**config.mk**
```make
export PLATFORM = sky130hd
export DESIGN_NAME = jtag_core_selector
export DESIGN_NICKNAME = d
export VERILOG_FILES = /design/src/rtl/jcs_pkg.sv /design/src/rtl/jcs_tap_ctrl.sv /design/src/rtl/jcs_core_cell.sv /design/src/rtl/jcs_datapath.sv /design/src/rtl/jtag_core_selector.sv
export SDC_FILE = /design/constraint.sdc
export NUM_CORES = 1
export LEC_CHECK = 0
export BUFFER_PORTS_ARGS = -buffer_cell sky130_fd_sc_hd__buf_2
export CORE_ASPECT_RATIO = 1.5
export CORE_UTILIZATION = 38
export CTS_CLUSTER_SIZE = 20
export DETAILED_ROUTE_END_ITERATION = 8
export PLACE_DENSITY_LB_ADDON = 0.15
export SKIP_LAST_GASP = 1
export SLEW_MARGIN = 10
export SYNTH_ARGS = -nofsm -noshare
export SYNTH_HDL_FRONTEND = slang
export SYNTH_SLANG_ARGS = --single-unit
export TNS_END_PERCENT = 10
```
**constraint.sdc**
```tcl
create_clock -name tck -period 2.6 [get_ports tck]
set_input_delay 0.26 -clock tck [delete_from_list [all_inputs] [get_ports tck]]
set_output_delay 0.26 -clock tck [all_outputs]
set_load 0.005 [all_outputs]
```
**src/rtl/jcs_pkg.sv**
```systemverilog
`timescale 1ns/1ps
package jcs_pkg;
  typedef enum logic [3:0] {
    TLR, RTI, SEL_DR, CAP_DR, SH_DR, EX1_DR, PA_DR, EX2_DR, UPD_DR,
    SEL_IR, CAP_IR, SH_IR, EX1_IR, PA_IR, EX2_IR, UPD_IR
  } tapState_t;

  localparam int IR_W = 4;
  localparam logic [IR_W-1:0] IR_BYPASS  = 4'b1111;
  localparam logic [IR_W-1:0] IR_CHOOSE  = 4'b0010;
  localparam logic [IR_W-1:0] IR_ENABLE  = 4'b0011;
  localparam logic [IR_W-1:0] IR_DBGREQ  = 4'b0100;
  localparam logic [IR_W-1:0] IR_CAPTURE = 4'b0001;

  typedef struct packed {
    logic tlr;
    logic captureDr;
    logic shiftDr;
    logic updateDr;
    logic shiftIr;
    logic irOut;
    logic selChoose;
    logic selEnable;
    logic fireDbg;
  } strobes_t;
endpackage

```
**src/rtl/jcs_tap_ctrl.sv**
```systemverilog
`timescale 1ns/1ps
module jcs_tap_ctrl
  import jcs_pkg::*;
(
  input  logic     tck,
  input  logic     trstN,
  input  logic     tms,
  input  logic     tdi,
  output strobes_t strb
);
  tapState_t state, stateNext;
  logic [IR_W-1:0] irShift, irReg;

  always_comb begin
    stateNext = state;
    unique case (state)
      TLR:     stateNext = tms ? TLR    : RTI;
      RTI:     stateNext = tms ? SEL_DR : RTI;
      SEL_DR:  stateNext = tms ? SEL_IR : CAP_DR;
      CAP_DR:  stateNext = tms ? EX1_DR : SH_DR;
      SH_DR:   stateNext = tms ? EX1_DR : SH_DR;
      EX1_DR:  stateNext = tms ? UPD_DR : PA_DR;
      PA_DR:   stateNext = tms ? EX2_DR : PA_DR;
      EX2_DR:  stateNext = tms ? UPD_DR : SH_DR;
      UPD_DR:  stateNext = tms ? SEL_DR : RTI;
      SEL_IR:  stateNext = tms ? TLR    : CAP_IR;
      CAP_IR:  stateNext = tms ? EX1_IR : SH_IR;
      SH_IR:   stateNext = tms ? EX1_IR : SH_IR;
      EX1_IR:  stateNext = tms ? UPD_IR : PA_IR;
      PA_IR:   stateNext = tms ? EX2_IR : PA_IR;
      EX2_IR:  stateNext = tms ? UPD_IR : SH_IR;
      UPD_IR:  stateNext = tms ? SEL_DR : RTI;
      default: stateNext = TLR;
    endcase
  end

  always_ff @(posedge tck or negedge trstN) begin
    if (!trstN) state <= TLR;
    else        state <= stateNext;
  end

  always_ff @(posedge tck or negedge trstN) begin
    if (!trstN) begin
      irShift <= IR_CAPTURE;
      irReg   <= IR_BYPASS;
    end else begin
      case (state)
        TLR:    irReg   <= IR_BYPASS;
        CAP_IR: irShift <= IR_CAPTURE;
        SH_IR:  irShift <= {tdi, irShift[IR_W-1:1]};
        UPD_IR: irReg   <= irShift;
        default: ;
      endcase
    end
  end

  always_comb begin
    strb.tlr       = (state == TLR);
    strb.captureDr = (state == CAP_DR);
    strb.shiftDr   = (state == SH_DR);
    strb.updateDr  = (state == UPD_DR);
    strb.shiftIr   = (state == SH_IR);
    strb.irOut     = irShift[0];
    strb.selChoose = (irReg == IR_CHOOSE);
    strb.selEnable = (irReg == IR_ENABLE);
    strb.fireDbg   = (state == UPD_IR) && (irShift == IR_DBGREQ);
  end

  // independent count of consecutive TMS-high edges
  logic [2:0] tmsHighCnt;
  always_ff @(posedge tck or negedge trstN) begin
    if (!trstN)    tmsHighCnt <= '0;
    else if (tms)  tmsHighCnt <= (tmsHighCnt == 3'd5) ? 3'd5 : tmsHighCnt + 3'd1;
    else           tmsHighCnt <= '0;
  end

  assert_five_tms_reset_R1: assert property (@(posedge tck) disable iff (!trstN)
    (tmsHighCnt == 3'd5) |-> (state == TLR));

  assert_tlr_bypass_R1: assert property (@(posedge tck) disable iff (!trstN)
    (state == TLR) |=> (irReg == IR_BYPASS));

  assert_ir_update_R2: assert property (@(posedge tck) disable iff (!trstN)
    (state == UPD_IR) |=> (irReg == $past(irShift)));
endmodule

```
**src/rtl/jcs_core_cell.sv**
```systemverilog
`timescale 1ns/1ps
module jcs_core_cell #(
  parameter int CMDW = 8
) (
  input  logic            tck,
  input  logic            trstN,
  input  logic            selected,
  input  logic            captureDr,
  input  logic            shiftDr,
  input  logic            updateDr,
  input  logic            serIn,
  output logic            serOut,
  output logic [CMDW-1:0] cmd,
  output logic            cmdStrobe
);
  logic [CMDW-1:0] shReg;

  assign serOut = shReg[0];

  always_ff @(posedge tck or negedge trstN) begin
    if (!trstN) begin
      shReg     <= '0;
      cmd       <= '0;
      cmdStrobe <= 1'b0;
    end else begin
      cmdStrobe <= 1'b0;
      if (selected) begin
        if (captureDr)     shReg <= cmd;
        else if (shiftDr)  shReg <= {serIn, shReg[CMDW-1:1]};
        else if (updateDr) begin
          cmd       <= shReg;
          cmdStrobe <= 1'b1;
        end
      end
    end
  end

  assert_cmd_hold_R9: assert property (@(posedge tck) disable iff (!trstN)
    !(selected && updateDr) |=> $stable(cmd));
endmodule

```
**src/rtl/jcs_datapath.sv**
```systemverilog
`timescale 1ns/1ps
module jcs_datapath
  import jcs_pkg::*;
#(
  parameter int NCORES = 4,
  parameter int CMDW   = 8
) (
  input  logic                   tck,
  input  logic                   trstN,
  input  logic                   tdi,
  input  strobes_t               strb,
  output logic                   tdo,
  output logic                   tdoEn,
  output logic                   chooseActive,
  output logic [NCORES-1:0]      coreSelect,
  output logic [NCORES*CMDW-1:0] coreCmd,
  output logic [NCORES-1:0]      coreCmdStrobe,
  output logic [NCORES-1:0]      dbgReq
);
  localparam int LAST = NCORES - 1;

  logic [NCORES-1:0] selReg, selShift, cellOut;
  logic [NCORES:0]   link;
  logic              bypassFf, anySel, drOut;

  // selection register
  always_ff @(posedge tck or negedge trstN) begin
    if (!trstN) begin
      selReg   <= '0;
      selShift <= '0;
    end else if (strb.tlr) begin
      selReg   <= '0;
    end else if (strb.selChoose) begin
      if (strb.captureDr)     selShift <= selReg;
      else if (strb.shiftDr)  selShift <= (selShift << 1) | NCORES'(tdi);
      else if (strb.updateDr) selReg   <= selShift;
    end
  end

  always_ff @(posedge tck or negedge trstN) begin
    if (!trstN)              bypassFf <= 1'b0;
    else if (strb.captureDr) bypassFf <= 1'b0;
    else if (strb.shiftDr)   bypassFf <= tdi;
  end

  // cascade of per-core command registers
  assign link[0] = tdi;
  for (genvar k = 0; k < NCORES; k++) begin : gCell
    jcs_core_cell #(.CMDW(CMDW)) uCell (
      .tck       (tck),
      .trstN     (trstN),
      .selected  (selReg[k]),
      .captureDr (strb.captureDr & strb.selEnable),
      .shiftDr   (strb.shiftDr & strb.selEnable),
      .updateDr  (strb.updateDr & strb.selEnable),
      .serIn     (link[k]),
      .serOut    (cellOut[k]),
      .cmd       (coreCmd[k*CMDW +: CMDW]),
      .cmdStrobe (coreCmdStrobe[k])
    );
    assign link[k+1] = selReg[k] ? cellOut[k] : link[k];
  end

  assign anySel = |selReg;

  always_comb begin
    if (strb.selChoose)                drOut = selShift[LAST];
    else if (strb.selEnable && anySel) drOut = link[NCORES];
    else                               drOut = bypassFf;
  end

  always_ff @(negedge tck or negedge trstN) begin
    if (!trstN) begin
      tdo   <= 1'b0;
      tdoEn <= 1'b0;
    end else begin
      tdoEn <= strb.shiftDr | strb.shiftIr;
      tdo   <= strb.shiftIr ? strb.irOut : (strb.shiftDr ? drOut : 1'b0);
    end
  end

  always_ff @(posedge tck or negedge trstN) begin
    if (!trstN)            dbgReq <= '0;
    else if (strb.fireDbg) dbgReq <= selReg;
    else                   dbgReq <= '0;
  end

  assign coreSelect   = selReg;
  assign chooseActive = strb.selChoose & strb.shiftDr;

  assert_sel_persist_R7: assert property (@(posedge tck) disable iff (!trstN)
    (!(strb.updateDr && strb.selChoose) && !strb.tlr) |=> $stable(selReg));

  assert_tlr_clears_R1: assert property (@(posedge tck) disable iff (!trstN)
    strb.tlr |=> (selReg == '0));

  assert_dbg_single_R10: assert property (@(posedge tck) disable iff (!trstN)
    (|dbgReq) |=> (dbgReq == '0));

  assert_dbg_subset_R10: assert property (@(posedge tck) disable iff (!trstN)
    ((dbgReq & ~selReg) == '0));

  assert_strobe_subset_R9: assert property (@(posedge tck) disable iff (!trstN)
    ((coreCmdStrobe & ~selReg) == '0));

  assert_quiet_tdo_R3: assert property (@(posedge tck) disable iff (!trstN)
    !tdoEn |-> !tdo);
endmodule

```
**src/rtl/jtag_core_selector.sv**
```systemverilog
`timescale 1ns/1ps
module jtag_core_selector
  import jcs_pkg::*;
#(
  parameter int NCORES = 4,
  parameter int CMDW   = 8
) (
  input  logic                   tck,
  input  logic                   trstN,
  input  logic                   tms,
  input  logic                   tdi,
  output logic                   tdo,
  output logic                   tdoEn,
  output logic                   chooseActive,
  output logic [NCORES-1:0]      coreSelect,
  output logic [NCORES*CMDW-1:0] coreCmd,
  output logic [NCORES-1:0]      coreCmdStrobe,
  output logic [NCORES-1:0]      dbgReq
);
  strobes_t strb;

  jcs_tap_ctrl uCtrl (
    .tck   (tck),
    .trstN (trstN),
    .tms   (tms),
    .tdi   (tdi),
    .strb  (strb)
  );

  jcs_datapath #(.NCORES(NCORES), .CMDW(CMDW)) uPath (
    .tck           (tck),
    .trstN         (trstN),
    .tdi           (tdi),
    .strb          (strb),
    .tdo           (tdo),
    .tdoEn         (tdoEn),
    .chooseActive  (chooseActive),
    .coreSelect    (coreSelect),
    .coreCmd       (coreCmd),
    .coreCmdStrobe (coreCmdStrobe),
    .dbgReq        (dbgReq)
  );
endmodule

```
**After elaboration in Yosys (flattened, before gate mapping)**

Cells that the tools add are included.

- Flip-flop bits (word level): 95
- Output and inout port bits: 47
- Word-level logic and storage cells: 121

- Equality and inequality tests: 20
- Multiplexer cells: 48
- Bitwise logic cells: 9
- Reductions and logical operators: 23

Operators with widths:

| cell | count |
|---|---|
| two-way mux 8 bit | 8 |
| two-way mux 4 bit | 12 |
| one-hot mux 4 bit (12 select lines) | 1 |
| equality test 4 bit, second input constant | 8 |
| equality test 4 x 3 -> 1 bit, second input constant | 5 |
| two-way mux 1 bit | 20 |
| AND reduction 4 bit | 5 |
| equality test 4 x 2 -> 1 bit, second input constant | 4 |
| one-hot mux 4 bit (2 select lines) | 2 |
| nonzero test 2 bit | 6 |
| AND reduction 2 bit | 4 |
| two-way mux 2 bit | 3 |
| two-way mux 3 bit | 2 |
| AND 1 bit | 4 |
| equality test 4 x 1 -> 1 bit, second input constant | 1 |
| zero test 4 bit | 1 |
| != test 2 bit, second input constant | 2 |
| OR 4 x 1 -> 4 bit | 1 |
| OR reduction 2 bit | 2 |
| OR reduction 4 bit | 1 |
| inverter 1 bit | 3 |
| AND reduction 3 bit | 1 |
| OR reduction 3 bit | 1 |
| logical AND 1 bit | 2 |
| OR 1 bit | 1 |

**Longest topological paths before layout**

- Word-level depth: 8
- Depth in mapped cells: 7
- Gate-level depth less buffers: 4

**Cells and area by module**

From an unflattened synthesis, not the netlist that was laid out.

- Cell total of the unflattened synthesis: 392
- Area total of the unflattened synthesis: 4371.7 um^2

Modules (own cells, without submodules):

| module | instances | cells an instance | area an instance (um^2) |
|---|---|---|---|
| jcs_core_cell | 4 | 59 | 724.4 |
| jcs_tap_ctrl | 1 | 89 | 754.5 |
| jcs_datapath | 1 | 67 | 719.4 |

==> impl_metrics.env <==
export IMPL_synth_cells=395
export IMPL_drv_slew=0
export IMPL_m1WireLength_mm=4.213
export IMPL_dpl_cell_area_mm2=0.005104
export IMPL_synth_compound_area_share_pct=12.38
export IMPL_drc=0
export IMPL_seq_power_share_pct=43.8
export IMPL_worst_slew_pin_slew_ns=0.7855
export IMPL_antenna_cells=0
export IMPL_wl_met3_um=278
export IMPL_async_flop_share_pct=100.0
export IMPL_finalInstanceArea_mm2=0.005456
export IMPL_synthAdderAreaFrac_pct=0
export IMPL_ys_types=52
export IMPL_failed_checks="setup timing"
export IMPL_status="finished with violations"
export IMPL_drt_first_pass_iters=4
export IMPL_grt_pass1_vias=3138
export IMPL_grt_max_degree=78
export IMPL_synth_xor_area_share_pct=0.1871
export IMPL_initial_core_util_pct=38.95
export IMPL_clock_sinks=95
export IMPL_final_common_cell="dfrtp_1"
export IMPL_switchingPower_w=0.001185
export IMPL_worst_path_buf_inv=0
export IMPL_grt_overflow=0
export IMPL_die_height_um=137.9
export IMPL_dpl_hpwl_mm=6.700
export IMPL_grt_setup_unrepaired="yes"
export IMPL_numCtsBuffers=9
export IMPL_worstSetupStartpointType="flop"
export IMPL_rows=49
export IMPL_syn_num_nets=399
export IMPL_clock_latency_ns=0.34
export IMPL_final_cell_mix="dfrtp_1 (88), nand2_1 (57), buf_2 (49), mux2i_1 (36), mux2_4 (33)"
export IMPL_port_buffers=50
export IMPL_switching_share_pct=30.28
export IMPL_clockBufferDepth=2
export IMPL_holdWs_ns=0.2478
export IMPL_combPwrFrac_pct=21.5
export IMPL_drt_wirelength_per_cell_um=15.93
export IMPL_setup_viol=1
export IMPL_ant_nets=0
export IMPL_place_gp_congestion=0.8156
export IMPL_synthSimpleGateAreaFrac_pct=12.00
export IMPL_maxCapViolCount=0
export IMPL_drt_iter0_drc=120
export IMPL_hold_viol=0
export IMPL_ios=51
export IMPL_route_vias_total=3075
export IMPL_worstSetupPathType="reg2reg"
export IMPL_ys_seq_elements=95
export IMPL_core_area_mm2=0.01202
export IMPL_placedCellCount=591
export IMPL_hp_class="in2reg"
export IMPL_clock_skew_ns=0.007501
export IMPL_cellPowerDensity_mw_per_mm2=717.3
export IMPL_seq_area_mm2=0.002384
export IMPL_syn_to_final_growth_pct=16.57
export IMPL_dieArea_mm2=0.01278
export IMPL_synth_ff_type="dfrtp_1"
export IMPL_path_cells="or4b_4 > o21ai_2 > nand2_1 > o31a_1"
export IMPL_cts_tree="built"
export IMPL_p_clk_share_pct=34.7
export IMPL_route_met2_wl_mm=4.966
export IMPL_dr_max_layer_used="met4"
export IMPL_antenna_found_initial=0
export IMPL_slowest_delay_ns=0.53
export IMPL_finalNonFillerCells=610
export IMPL_clkSlewWorstSetupHoldPaths_ns=0.07
export IMPL_slew_headroom_pct=47.15
export IMPL_ys_seq_area_share_pct=50.92
export IMPL_synth_avg_cell_area_um2=11.85
export IMPL_viasPerCell=5.041
export IMPL_peakVddDrop_v=0.0003003
export IMPL_nets=456
export IMPL_die_x_um=92.62
export IMPL_htree_levels=3
export IMPL_totalWireLength_mm=9.718
export IMPL_synth_edff_count=0
export IMPL_layout_drive_gt1_share_pct=35.23
export IMPL_crit_fanout=2
export IMPL_track_usage_pct=16.33
export IMPL_grt_pass1_wl_mm=16.08
export IMPL_p_int_w=0.002729
export IMPL_cp_data_required_time_ns=1.49
export IMPL_critPathTopFamily="flip-flops"
export IMPL_critPathSlowestCell="dfstp_2"
export IMPL_crit_path_end_kind="flop"
export IMPL_fillers=1168
export IMPL_arrival_ns=1.61
export IMPL_setup_slack_ns=-0.1214
export IMPL_total_power_w=0.003914
export IMPL_synthMuxAreaShare_pct=18.52
export IMPL_place_ws_ns=-0.1543
export IMPL_synth_top_family_by_area="multiplexers"
export IMPL_cts_root_buf="clkbuf_16"
export IMPL_leakage_nw=2.846
export IMPL_multi_input_area_mm2=0.002047
export IMPL_yosysWarnings=0
export IMPL_synth_area_mm2=0.004681
synth_stat cells, types with 7 or more instances:
master	instances	area, µm²
o21ai_2	9	78.83
nand2_1	58	217.7
o21ai_0	20	100.1
buf_4	10	75.07
inv_1	10	37.54
buf_6	7	78.83
o21ai_1	20	100.1
mux2_4	33	495.5
dfrtp_1	88	2202
nor2_1	15	56.30
buf_2	7	35.03
a22oi_1	8	60.06
mux2i_1	36	360.4
state kept, by name, indices dropped and copies added (netlist names), 4 cells and up:
signal,count
uPath.gCell.uCell.cmd,32
uPath.coreSelect,4
uCtrl.state,4
uPath.gCell.uCell.shReg,32
uPath.gCell.uCell.cmdStrobe,4
uPath.dbgReq,4
uCtrl.irShift,4
uCtrl.irReg,4
uPath.selShift,4
cell families (layout without fill, tap and decap cells):
family / after synthesis / count (layout)
AO/OA/AOI/OAI: 83 / 83
buffers and inverters: 42 / 104
multiplexers: 70 / 70
AND/OR/NAND/NOR: 104 / 104
flip-flops: 95 / 95
XOR/XNOR: 1 / 1
worst min-delay path, stage by stage:
cell	delay, ns
buf_2	0.15
nand2_1	0.07
o21ai_0	0.06
area by class of cell:
class	instances	share of cell area, %
clock buffer	10	4.380
clock inverter	6	1.238
inverter	10	0.6879
multi-input combinational	258	37.51
sequential	95	43.68
tap	153	3.508
timing repair buffer	78	8.989
final timing paths:
kind	startpoint	end	slack, ns	cells after the start
setup / recovery	uCtrl.irReg[1]$_DFFE_PN1P_	uPath.tdo$_DFF_NN0_	-0.12	4
hold / removal	tdi	uCtrl.irShift[3]$_DFFE_PN0P_	0.25	3
setup reg to reg	uCtrl.irReg[1]$_DFFE_PN1P_	uPath.tdo$_DFF_NN0_	-0.12	4
hold reg to reg	uCtrl.irShift[0]$_DFFE_PN1P_	uCtrl.irShift[0]$_DFFE_PN1P_	0.51	2
max in group asynchronous	trstN	uPath.tdoEn$_DFF_NN0_	0.83	2
min in group asynchronous	trstN	uPath.gCell[3].uCell.cmd[3]$_DFFE_PN0P_	0.33	2
stage by stage:
step / utilization (%) / setup TNS [ns]
floorplan: - / -0.2174
global placement: 42.47 / -0.1324
detailed placement: 42.47 / -0.1543
CTS: 45.38 / -0.1317
global route: 45.41 / -0.1761
finish: 45.41 / -0.1214
layer usage:
metal	vias up	track usage, %
met5	-	0
met4	0	8.291
met3	18	2.522
met2	64	28.07
met1	1512	19.85
li1	1481	-
power groups by stage:
stage / combinational, W / sequential, W / clock [W]
floorplan: 0.000616 / 0.00169 / 0
global placement: 0.000820 / 0.00173 / 0
detailed placement: 0.000839 / 0.00174 / 0
CTS: 0.000847 / 0.00171 / 0.00140
global route: 0.000948 / 0.00173 / 0.00147
finish: 0.000842 / 0.00171 / 0.00136
repair_timing:
action / CTS / global route
setup buffers: 2 / 0
endpoints found under the hold margin: 16 / 0
pin swaps: 4 / 0
setup endpoints to repair: 1 / 1
hold buffers: 1 / 0
resized for setup: 4 / 1
Power figures use the tool's default switching activity.
